## config.mk

```make
export PLATFORM = sky130hd
export DESIGN_NAME = mpt_tlb
export DESIGN_NICKNAME = d
export VERILOG_FILES = /design/src/rtl/tlb_pkg.sv /design/src/rtl/tlb_match.sv /design/src/rtl/tlb_victim.sv /design/src/rtl/mpt_tlb.sv
export SDC_FILE = /design/constraint.sdc
export NUM_CORES = 2
export LEC_CHECK = 0
export BUFFER_PORTS_ARGS = -buffer_cell sky130_fd_sc_hd__buf_4
export CAP_MARGIN = 25
export CORE_MARGIN = 10
export CORE_UTILIZATION = 50
export DETAILED_ROUTE_END_ITERATION = 10
export PLACE_DENSITY = 0.77
export SYNTH_ARGS = -nofsm -noshare
export SYNTH_HDL_FRONTEND = slang
export SYNTH_SLANG_ARGS = --single-unit
```

## constraint.sdc

```tcl
create_clock -name clk -period 9.5 [get_ports clk]
set_input_delay 2.375 -clock clk [delete_from_list [all_inputs] [get_ports clk]]
set_output_delay 2.375 -clock clk [all_outputs]
set_load 0.1 [all_outputs]
```

## src/rtl/tlb_pkg.sv

```systemverilog
package tlb_pkg;
  localparam int unsigned PG_SHIFT = 13;

  typedef enum logic [2:0] {
    SZ_8K   = 3'b000,
    SZ_64K  = 3'b001,
    SZ_512K = 3'b011,
    SZ_4M   = 3'b111
  } pg_size_e;

  // Number of low page-number bits a size code leaves out of the match.
  function automatic int unsigned size_low_bits(logic [2:0] code);
    case (code)
      SZ_64K:  return 3;
      SZ_512K: return 6;
      SZ_4M:   return 9;
      default: return 0;
    endcase
  endfunction

  // Mask of the ignored page-number bits, as a 64-bit value.
  function automatic logic [63:0] size_mask(logic [2:0] code);
    return (64'd1 << size_low_bits(code)) - 64'd1;
  endfunction
endpackage

```

## src/rtl/tlb_match.sv

```systemverilog
module tlb_match
  import tlb_pkg::*;
#(
  parameter int ENTRIES = 16,
  parameter int VPN_W   = 31
) (
  input  logic [ENTRIES-1:0]            valid_q,
  input  logic [ENTRIES-1:0][2:0]       size_q,
  input  logic [ENTRIES-1:0][VPN_W-1:0] vpn_q,
  input  logic [VPN_W-1:0]              lk_vpn,
  output logic [ENTRIES-1:0]            hit_vec
);
  for (genvar gi = 0; gi < ENTRIES; gi++) begin : g_slot
    logic [VPN_W-1:0] cmp_mask;
    logic [VPN_W-1:0] diff;
    assign cmp_mask    = VPN_W'(size_mask(size_q[gi]));
    assign diff        = (vpn_q[gi] ^ lk_vpn) & ~cmp_mask;
    assign hit_vec[gi] = valid_q[gi] && (diff == '0);
  end
endmodule

```

## src/rtl/tlb_victim.sv

```systemverilog
module tlb_victim #(
  parameter int ENTRIES = 16,
  parameter int IDX_W   = $clog2(ENTRIES)
) (
  input  logic               clk,
  input  logic               rst_n,
  input  logic               ld_en,
  input  logic [ENTRIES-1:0] valid_q,
  input  logic [ENTRIES-1:0] lock_q,
  input  logic [ENTRIES-1:0] used_q,
  output logic [IDX_W-1:0]   victim,
  output logic               clear_used
);
  localparam logic [IDX_W-1:0] LAST = IDX_W'(ENTRIES - 1);

  function automatic logic [IDX_W-1:0] lowest(logic [ENTRIES-1:0] vec);
    logic [IDX_W-1:0] r;
    r = '0;
    for (int i = ENTRIES - 1; i >= 0; i--) begin
      if (vec[i]) r = IDX_W'(i);
    end
    return r;
  endfunction

  logic [ENTRIES-1:0] empty_vec, cold_vec, free_vec;
  logic               all_locked;

  assign empty_vec  = ~valid_q;
  assign free_vec   = ~lock_q;
  assign cold_vec   = ~lock_q & ~used_q;
  assign all_locked = &(valid_q & lock_q);

  always_comb begin
    clear_used = 1'b0;
    if (|empty_vec) begin
      victim = lowest(empty_vec);
    end else if (|cold_vec) begin
      victim = lowest(cold_vec);
    end else if (|free_vec) begin
      victim     = lowest(free_vec);
      clear_used = 1'b1;
    end else begin
      victim = LAST;
    end
  end

  AST_EMPTY_FIRST: assert property (@(posedge clk) disable iff (!rst_n)
    ld_en && !(&valid_q) |-> !valid_q[victim]);
  AST_SKIP_LOCKED: assert property (@(posedge clk) disable iff (!rst_n)
    ld_en && !all_locked |-> !(valid_q[victim] && lock_q[victim]));
  AST_LAST_WHEN_LOCKED: assert property (@(posedge clk) disable iff (!rst_n)
    ld_en && all_locked |-> victim == LAST);
endmodule

```

## src/rtl/mpt_tlb.sv

```systemverilog
module mpt_tlb
  import tlb_pkg::*;
#(
  parameter int ENTRIES = 16,
  parameter int VA_W    = 44,
  parameter int PA_W    = 41,
  parameter int DIAG_W  = 16,
  parameter int SOFT_W  = 15,
  localparam int VPN_W  = VA_W - PG_SHIFT,
  localparam int PPN_W  = PA_W - PG_SHIFT,
  localparam int IDX_W  = $clog2(ENTRIES)
) (
  input  logic              clk,
  input  logic              rst_n,
  input  logic [VA_W-1:0]   lk_va,
  output logic              lk_hit,
  output logic              lk_multi,
  output logic [PA_W-1:0]   lk_pa,
  output logic              lk_cp,
  output logic              lk_cv,
  output logic              lk_e,
  input  logic              ld_en,
  input  logic              ld_valid,
  input  logic [VPN_W-1:0]  ld_vpn,
  input  logic [PPN_W-1:0]  ld_ppn,
  input  logic [2:0]        ld_size,
  input  logic              ld_lock,
  input  logic              ld_cp,
  input  logic              ld_cv,
  input  logic              ld_e,
  input  logic [SOFT_W-1:0] ld_soft,
  input  logic [IDX_W-1:0]  dg_idx,
  input  logic              dg_we,
  input  logic [DIAG_W-1:0] dg_wdata,
  output logic [DIAG_W-1:0] dg_rdata,
  input  logic [IDX_W-1:0]  rd_idx,
  output logic              rd_valid,
  output logic              rd_lock,
  output logic [2:0]        rd_size,
  output logic [VPN_W-1:0]  rd_vpn,
  output logic [PPN_W-1:0]  rd_ppn,
  output logic              rd_cp,
  output logic              rd_cv,
  output logic              rd_e,
  output logic [SOFT_W-1:0] rd_soft
);
  // Slot state
  logic [ENTRIES-1:0]            valid_q, lock_q, used_q;
  logic [ENTRIES-1:0]            cp_q, cv_q, e_q;
  logic [ENTRIES-1:0][2:0]       size_q;
  logic [ENTRIES-1:0][VPN_W-1:0] vpn_q;
  logic [ENTRIES-1:0][PPN_W-1:0] ppn_q;

  // Named internal events
  logic [VPN_W-1:0]   lk_vpn;
  logic [ENTRIES-1:0] hit_vec;
  logic [IDX_W-1:0]   hit_idx;
  logic [IDX_W-1:0]   victim;
  logic               clear_used;
  logic [PPN_W-1:0]   pass_mask;
  logic [PPN_W-1:0]   ppn_merged;
  logic               unused_soft, unused_dg;

  assign lk_vpn      = lk_va[VA_W-1:PG_SHIFT];
  assign unused_soft = ^ld_soft;
  assign unused_dg   = ^dg_wdata[DIAG_W-1:1];

  tlb_match #(.ENTRIES(ENTRIES), .VPN_W(VPN_W)) u_match (
    .valid_q (valid_q),
    .size_q  (size_q),
    .vpn_q   (vpn_q),
    .lk_vpn  (lk_vpn),
    .hit_vec (hit_vec)
  );

  tlb_victim #(.ENTRIES(ENTRIES), .IDX_W(IDX_W)) u_victim (
    .clk        (clk),
    .rst_n      (rst_n),
    .ld_en      (ld_en),
    .valid_q    (valid_q),
    .lock_q     (lock_q),
    .used_q     (used_q),
    .victim     (victim),
    .clear_used (clear_used)
  );

  // Lowest-indexed hit wins
  always_comb begin
    hit_idx = '0;
    for (int i = ENTRIES - 1; i >= 0; i--) begin
      if (hit_vec[i]) hit_idx = IDX_W'(i);
    end
  end

  assign lk_hit   = |hit_vec;
  assign lk_multi = |(hit_vec & (hit_vec - ENTRIES'(1)));

  assign pass_mask  = PPN_W'(size_mask(size_q[hit_idx]));
  assign ppn_merged = (ppn_q[hit_idx] & ~pass_mask) | (lk_vpn[PPN_W-1:0] & pass_mask);

  assign lk_pa = lk_hit ? {ppn_merged, lk_va[PG_SHIFT-1:0]} : '0;
  assign lk_cp = lk_hit & cp_q[hit_idx];
  assign lk_cv = lk_hit & cv_q[hit_idx];
  assign lk_e  = lk_hit & e_q[hit_idx];

  // Diagnostic view
  always_comb begin
    dg_rdata      = '0;
    dg_rdata[0]   = used_q[dg_idx];
    dg_rdata[3:1] = size_q[dg_idx];
    dg_rdata[6:4] = size_q[dg_idx];
  end

  // Data-access view
  assign rd_valid = valid_q[rd_idx];
  assign rd_lock  = lock_q[rd_idx];
  assign rd_size  = size_q[rd_idx];
  assign rd_vpn   = vpn_q[rd_idx];
  assign rd_ppn   = ppn_q[rd_idx];
  assign rd_cp    = cp_q[rd_idx];
  assign rd_cv    = cv_q[rd_idx];
  assign rd_e     = e_q[rd_idx];
  assign rd_soft  = '0;

  // State update: clear sweep, then hit, then diagnostic, then load
  always_ff @(posedge clk or negedge rst_n) begin
    if (!rst_n) begin
      valid_q <= '0;
      lock_q  <= '0;
      used_q  <= '0;
      cp_q    <= '0;
      cv_q    <= '0;
      e_q     <= '0;
      size_q  <= '0;
      vpn_q   <= '0;
      ppn_q   <= '0;
    end else begin
      if (ld_en && clear_used) used_q <= used_q & lock_q;
      if (lk_hit) used_q[hit_idx] <= 1'b1;
      if (dg_we) used_q[dg_idx] <= dg_wdata[0];
      if (ld_en) begin
        valid_q[victim] <= ld_valid;
        lock_q[victim]  <= ld_lock;
        used_q[victim]  <= 1'b1;
        cp_q[victim]    <= ld_cp;
        cv_q[victim]    <= ld_cv;
        e_q[victim]     <= ld_e;
        size_q[victim]  <= ld_size;
        vpn_q[victim]   <= ld_vpn;
        ppn_q[victim]   <= ld_ppn;
      end
    end
  end

  AST_USED_AFTER_HIT: assert property (@(posedge clk) disable iff (!rst_n)
    lk_hit && !ld_en && !dg_we |=> used_q[$past(hit_idx)]);
  AST_LOAD_LANDS: assert property (@(posedge clk) disable iff (!rst_n)
    ld_en |=> valid_q[$past(victim)] == $past(ld_valid));
  AST_MULTI_IMPLIES_HIT: assert property (@(posedge clk) disable iff (!rst_n)
    lk_multi |-> lk_hit);
  AST_OFFSET_KEPT: assert property (@(posedge clk) disable iff (!rst_n)
    lk_hit |-> lk_pa[PG_SHIFT-1:0] == lk_va[PG_SHIFT-1:0]);
endmodule

```

; ---- Word-level counts from Yosys, hierarchy flattened
; Cells that the tools add are included.
; W data, S select, Z words.
[totals]
word_cells = 394
register_bits = 1088
inputBits = 154
output_inout_bits = 144
[op_classes]
bitwise_logic = 63
n_addsub = 18
mux = 143
reduce_logical = 41
eq_ne = 51
n_shift = 17
n_lt_le_gt_ge = 7
[op_table]
columns = cell, n
row1 = $and A31 B31 Y31, 16
row2 = $bwmux W496, 1
row3 = $logic_not A31 Y1, 16
row4 = $not A31 Y31, 16
row5 = $shl A1 B4 Y31 const A, 16
row6 = $sub A31 B1 Y31 const B, 16
row7 = $xor A31 B31 Y31, 16
row8 = $bwmux W448, 1
row9 = $mux W4, 67
row10 = $bmux W28 S4, 2
row11 = $pmux W4 S3, 17
row12 = $bmux W31 S4, 1
row13 = $demux W31 S4, 1
row14 = $demux W28 S4, 1
row15 = $bwmux W16, 6
row16 = $mux W28, 3
row17 = $reduce_or A16 Y1, 5
row18 = $mux W16, 4
row19 = $mux W31, 2
row20 = $and A28 B28 Y28, 2
row21 = $eq A3 B1 Y1 const B, 17
row22 = $eq A3 B2 Y1 const B, 17
row23 = $eq A3 B3 Y1 const B, 17
row24 = $and A16 B16 Y16, 3
row25 = other kinds (19), 77

; ---- Logic depth before layout (Yosys ltp)
[depth]
word_depth = 34
ltp_mapped = 22

; ---- Cells and area by module
; A second synthesis with hierarchy kept.
[hier_totals]
cells_unflattened = 4785
hier_area_um2 = 61774.2
[by_module_without_submodules]
columns = module, instances, area_per_inst_um2, cells_per_inst
row1 = mpt_tlb, 1, 53958.0, 3740
row2 = tlb_match, 1, 7165.6, 944
row3 = tlb_victim, 1, 650.6, 101

; ---- Worst setup path after synthesis
; Ideal clock, no wire load.
[synth_timing]
path_kind = input to output
start = in lk_va[28]
end = out lk_pa[23]
slack_ns = -0.871
stages = 18
t_arrival_ns = 7.996
required_time_ns = 7.125
cell_sequence = buf_2 > buf_2 > xnor2_1 > nand4_1 > or4_1 > or4_4 > or2_4 > a21o_1 > nor3_4 > and2_4 > a21oi_1 > or3_1 > nor3_2 > a31oi_2 > ha_1 > and4_4 > a32oi_2 > mux2i_1
[synth_via]
elab_chain_cells = 30
[synth_rtl]
columns = element, line
row1 = from (decl), mpt_tlb.sv:15  ; input logic [VA_W-1:0] lk_va,
row2 = $xor A31 B31 Y31, tlb_match.sv:17  ; assign diff = (vpn_q[gi] ^ lk_vpn) & ~cmp_mask;
row3 = $and A31 B31 Y31, tlb_match.sv:17
row4 = $logic_not A31 Y1, tlb_match.sv:18  ; assign hit_vec[gi] = valid_q[gi] && (diff == '0);
row5 = $logic_and A1 B1 Y1, tlb_match.sv:18
row6 = $mux W4 (16 in series), mpt_tlb.sv:91  ; if (hit_vec[i]) hit_idx = IDX_W'(i);
row7 = $bmux W3 S4, mpt_tlb.sv:98  ; assign pass_mask = PPN_W'(size_mask(size_q[hit_idx]));
row8 = $mux W3 (not written as such), mpt_tlb.sv:98
row9 = "$eq A3 B3 Y1, or another cell as far along", tlb_pkg.sv:13  ; case (code)
row10 = $pmux W4 S3, tlb_pkg.sv:13
row11 = $shl A1 B4 Y28, tlb_pkg.sv:23  ; return (64'd1 << size_low_bits(code)) - 64'd1;
row12 = $sub A28 B1 Y28, tlb_pkg.sv:23
row13 = $not A28 Y28, mpt_tlb.sv:99  ; assign ppn_merged = (ppn_q[hit_idx] & ~pass_mask) | (lk_vpn[PPN_W-1:0] & pass_mask);
row14 = $and A28 B28 Y28, mpt_tlb.sv:99
row15 = $or A28 B28 Y28, mpt_tlb.sv:99
row16 = $mux W41 *, mpt_tlb.sv:101  ; assign lk_pa = lk_hit ? {ppn_merged, lk_va[PG_SHIFT-1:0]} : '0;
row17 = to (decl), mpt_tlb.sv:18  ; output logic [PA_W-1:0] lk_pa,
; Every way passes the cells marked *; elsewhere a longest branch is shown, timed or not. The select of a mux whose other input is x is not followed.

; ---- Worst setup path after layout
[layout_timing]
start = in lk_va[19]
end = out lk_pa[39]
; Same word-level chain as after synthesis.

==> flow_summary_export.csv <==
group,metric,value,unit
final_layout,seqCellArea,27200,sq um
logic_synthesis,synthXorXnorAreaFrac,0.0689,
sta,fin_crit_sh,1.01,
logic_synthesis,yosys_most_used_dff,"dfrtp_1",
logic_synthesis,synth_fa_ha_area_frac,0.00353,
floorplanning,initial_core_util,0.503,
floorplanning,std_cell_rows,130,
worst_setup_path,crit_path_start_kind,"input pin",
clock_tree,cts_root_buf,"clkbuf_16",
drt,routedWlPerCell,31.8,microns
final_layout,area_growth,21.3,%
place,dp_slack,-0.784,ns
grt,grt_pass1_wl,336000,microns
sta,fmax,104,MHz
floorplanning,die_h,375,microns
worst_setup_path,crit_fanout,9,
floorplanning,dieArea,141000,sq um
floorplanning,io_pins,298,
clock_tree,cts_tree,"done",
worst_setup_path,required,7.13,ns
place,dp_hpwl,161000,microns
drt,wirelength,233000,microns
grt,grt_pass1_vias,49600,
final_layout,drive_gt1_frac,0.498,
pwr,vdd.ir_drop.worst,0.218,mV
place,place.gp.congestion,1.10,
final_layout,layout_commonest_cell,"dfrtp_1",
worst_setup_path,critPathCaptureType,"primary output",
floorplanning,die_w,375,microns
clock_tree,cts_made_buffers,117,
final_layout,nets,5740,
logic_synthesis,synth_cells,4887,
grt,grt_use_met2,0.485,
grt,antenna_found_initial,13,
grt,grt_max_degree,177,
worst_setup_path,crit_type,"input pin to primary output",
drt,dr_total_vias,49200,
logic_synthesis,synth.area.top_cells,"dfrtp_1, mux2_2, mux4_2",
hold_path,min_path_type,"flip-flop to flip-flop",
grt,grt_overflow,0,
logic_synthesis,ys_ff_latch,1088,
clock_tree,h-tree-depth,3,
logic_synthesis,synth_top_area_cell,"dfrtp_1",
drt,drc,0,
drt,dr.pass1.iters,6,
sta,finClkSkew,0.0490,ns
final_layout,multi_input_area,35000,sq um
sta,setup_viol,3,
logic_synthesis,synth_top_family_by_area,"multiplexers",
logic_synthesis,synth-async-reset-ratio,1.00,
sta,finalHoldViolations,0,
place,place_inst,7064,
logic_synthesis,netlist_area,63100,sq um
sta,worstMarginPinSlew,1.11,ns
final_layout,fin_cells,7328,
grt,busiest_layer,"met2",
outcome,violations,"setup timing",
grt,grt_use_met3,0.0915,
sta,rsz0062_at_grt,"true",
final_layout,fillCellCount,9433,
outcome,outcome,"finished, violations left",
clock_tree,clock_path_buffers,3,
clock_tree,clk_latency,0.79,ns
logic_synthesis,synth_simple_gate_area_frac,0.0647,
logic_synthesis,ys_types,100,
grt,grtUsageTotal,0.321,
drt,via_per_inst,6.71,
pwr,p_per_area,224,nW/um^2
clock_tree,clkTransAtPathRegs,0.06,ns
pwr,total_power,17200,uW
place,io_buffers,243,
clock_tree,clock-sinks,1088,
logic_synthesis,yosysSeqAreaShare,0.432,
grt,grtUsageMet1,0.395,
sta,fin_crit,9.57,ns
logic_synthesis,synth_mux_area_frac,0.336,
final_layout,final_cell_mix,"dfrtp_1, mux2_2, buf_4, xnor2_1, mux4_2",
sta,worst_slew_margin_rel,0.260,
floorplanning,core,125000,sq um
pwr,power_leakage,0.0335,uW
worst_setup_path,worstPathArrival,7.20,ns
run,drv_cap,0,
sta,worst_slack,-0.0745,ns
logic_synthesis,synth_edf_count,0,
sta,slew_viol_final,0,
drt,drt_iter0_markers,5953,
logic_synthesis,synth_top_area_frac,0.432,
drt,ant_nets,0,
logic_synthesis,syn_avg_cell_area,12.9,sq um
logic_synthesis,synth_compound_area_frac,0.0605,
logic_synthesis,yosys_warnings,0,
## cell usage after synthesis (17+ instances only)
| cell type | instances |
|---|---|
| inv_1 | 40 |
| dfrtp_1 | 1088 |
| mux2_2 | 1079 |
| buf_6 | 22 |
| buf_2 | 86 |
| xor2_1 | 90 |
| xnor2_1 | 406 |
| nand2_1 | 170 |
| o22a_1 | 42 |
| mux2i_1 | 100 |
| buf_1 | 56 |
| a211oi_1 | 35 |
| o21ai_0 | 82 |
| nor3_1 | 60 |
| mux4_2 | 355 |
| o221a_2 | 25 |
| o22ai_1 | 47 |
| or3_1 | 17 |
| nand3_1 | 83 |
| nor2_1 | 89 |
| o221ai_1 | 51 |
| nand4_1 | 169 |
| a21oi_1 | 71 |
| ha_1 | 17 |
| and2_1 | 18 |
| clkbuf_1 | 228 |
| buf_4 | 40 |
| nor4_1 | 36 |
| or4_1 | 30 |
## worst max-delay path, stage by stage
cell and delay, ns:
buf_6 0.14, buf_4 0.16, xnor2_1 0.14, buf_4 0.14
a31oi_1 0.60, nor4_1 0.14, buf_4 0.18, and2_1 0.21
or3_1 0.54, or3b_4 0.45, buf_4 0.15, nor2_1 0.15
o211ai_1 0.11, and4b_1 0.20, nand2_2 0.09, a31oi_4 0.10
ha_4 0.18, and4_4 0.15, a32oi_4 0.30, mux2i_4 0.44
buf_12 0.22
## cell families (layout without fill, tap and decap cells)
family                   after synthesis  in the layout
XOR/XNOR                             496            496
adder cells (fa/ha/maj)               18             18
multiplexers                        1535           1535
flip-flops                          1088           1088
AND/OR/NAND/NOR                      757            757
AO/OA/AOI/OAI                        518            518
other                                  2             50
buffers and inverters                473           1216
## stage by stage
step            util  instance area, sq um  setup TNS, ns  hold WS, ns
6_report       0.610                 76500         -0.139        0.532
5_1_grt        0.610                 76500         -0.464        0.540
3_3_place_gp   0.564                 70700          -6.70        0.505
3_5_place_dp   0.564                 70800          -8.43        0.511
4_1_cts        0.604                 75700        -0.0690        0.530
2_1_floorplan      -                 63400         -0.470        0.491
## registers in the layout, summed over array words and instances, names as in the netlist
name,cells
lock_q,16
vpn_q,496
e_q,16
used_q,16
cv_q,16
size_q,48
valid_q,16
ppn_q,448
cp_q,16
## layout make-up
class                      count  area share
multi-input combinational   3365       0.458
clock buffer                 169      0.0457
inverter                      41     0.00201
antenna                        9    0.000295
sequential                  1088       0.356
tap                         1650      0.0270
timing repair buffer         956       0.102
clock inverter                50     0.00936
## report_power, final
group / switching (uW) / internal [uW]
Clock: 2040 / 2940
Sequential: 979 / 5590
Combinational: 2990 / 2640
Total: 6000 / 11200
## timing repair
item | in CTS | in global routing
buffers inserted | 20 | 18
pin swaps | 39 | 38
setup endpoints to repair | 31 | 29
hold buffers | 0 | 0
cloned | 0 | 0
gates resized for setup | 117 | 102
## routing by layer
metal,up-vias,share of wire
met5,-,0.00018
met4,8,0.081
met3,858,0.11
met2,3233,0.45
met1,25200,0.37
li1,19800,-
## final timing paths
path                                  from          to  slack, ns  cells past startpoint
worst min-delay path            ppn_q[123]  ppn_q[123]       0.53                      1
worst max register to register  lock_q[10]   vpn_q[75]       3.83                     13
max in group asynchronous            rst_n   ppn_q[87]       5.92                      3
min in group asynchronous            rst_n  vpn_q[432]       1.57                      1
worst min register to register  ppn_q[123]  ppn_q[123]       0.53                      1
worst max-delay path             lk_va[19]   lk_pa[39]      -0.07                     21
Power figures use the tool's default switching activity.
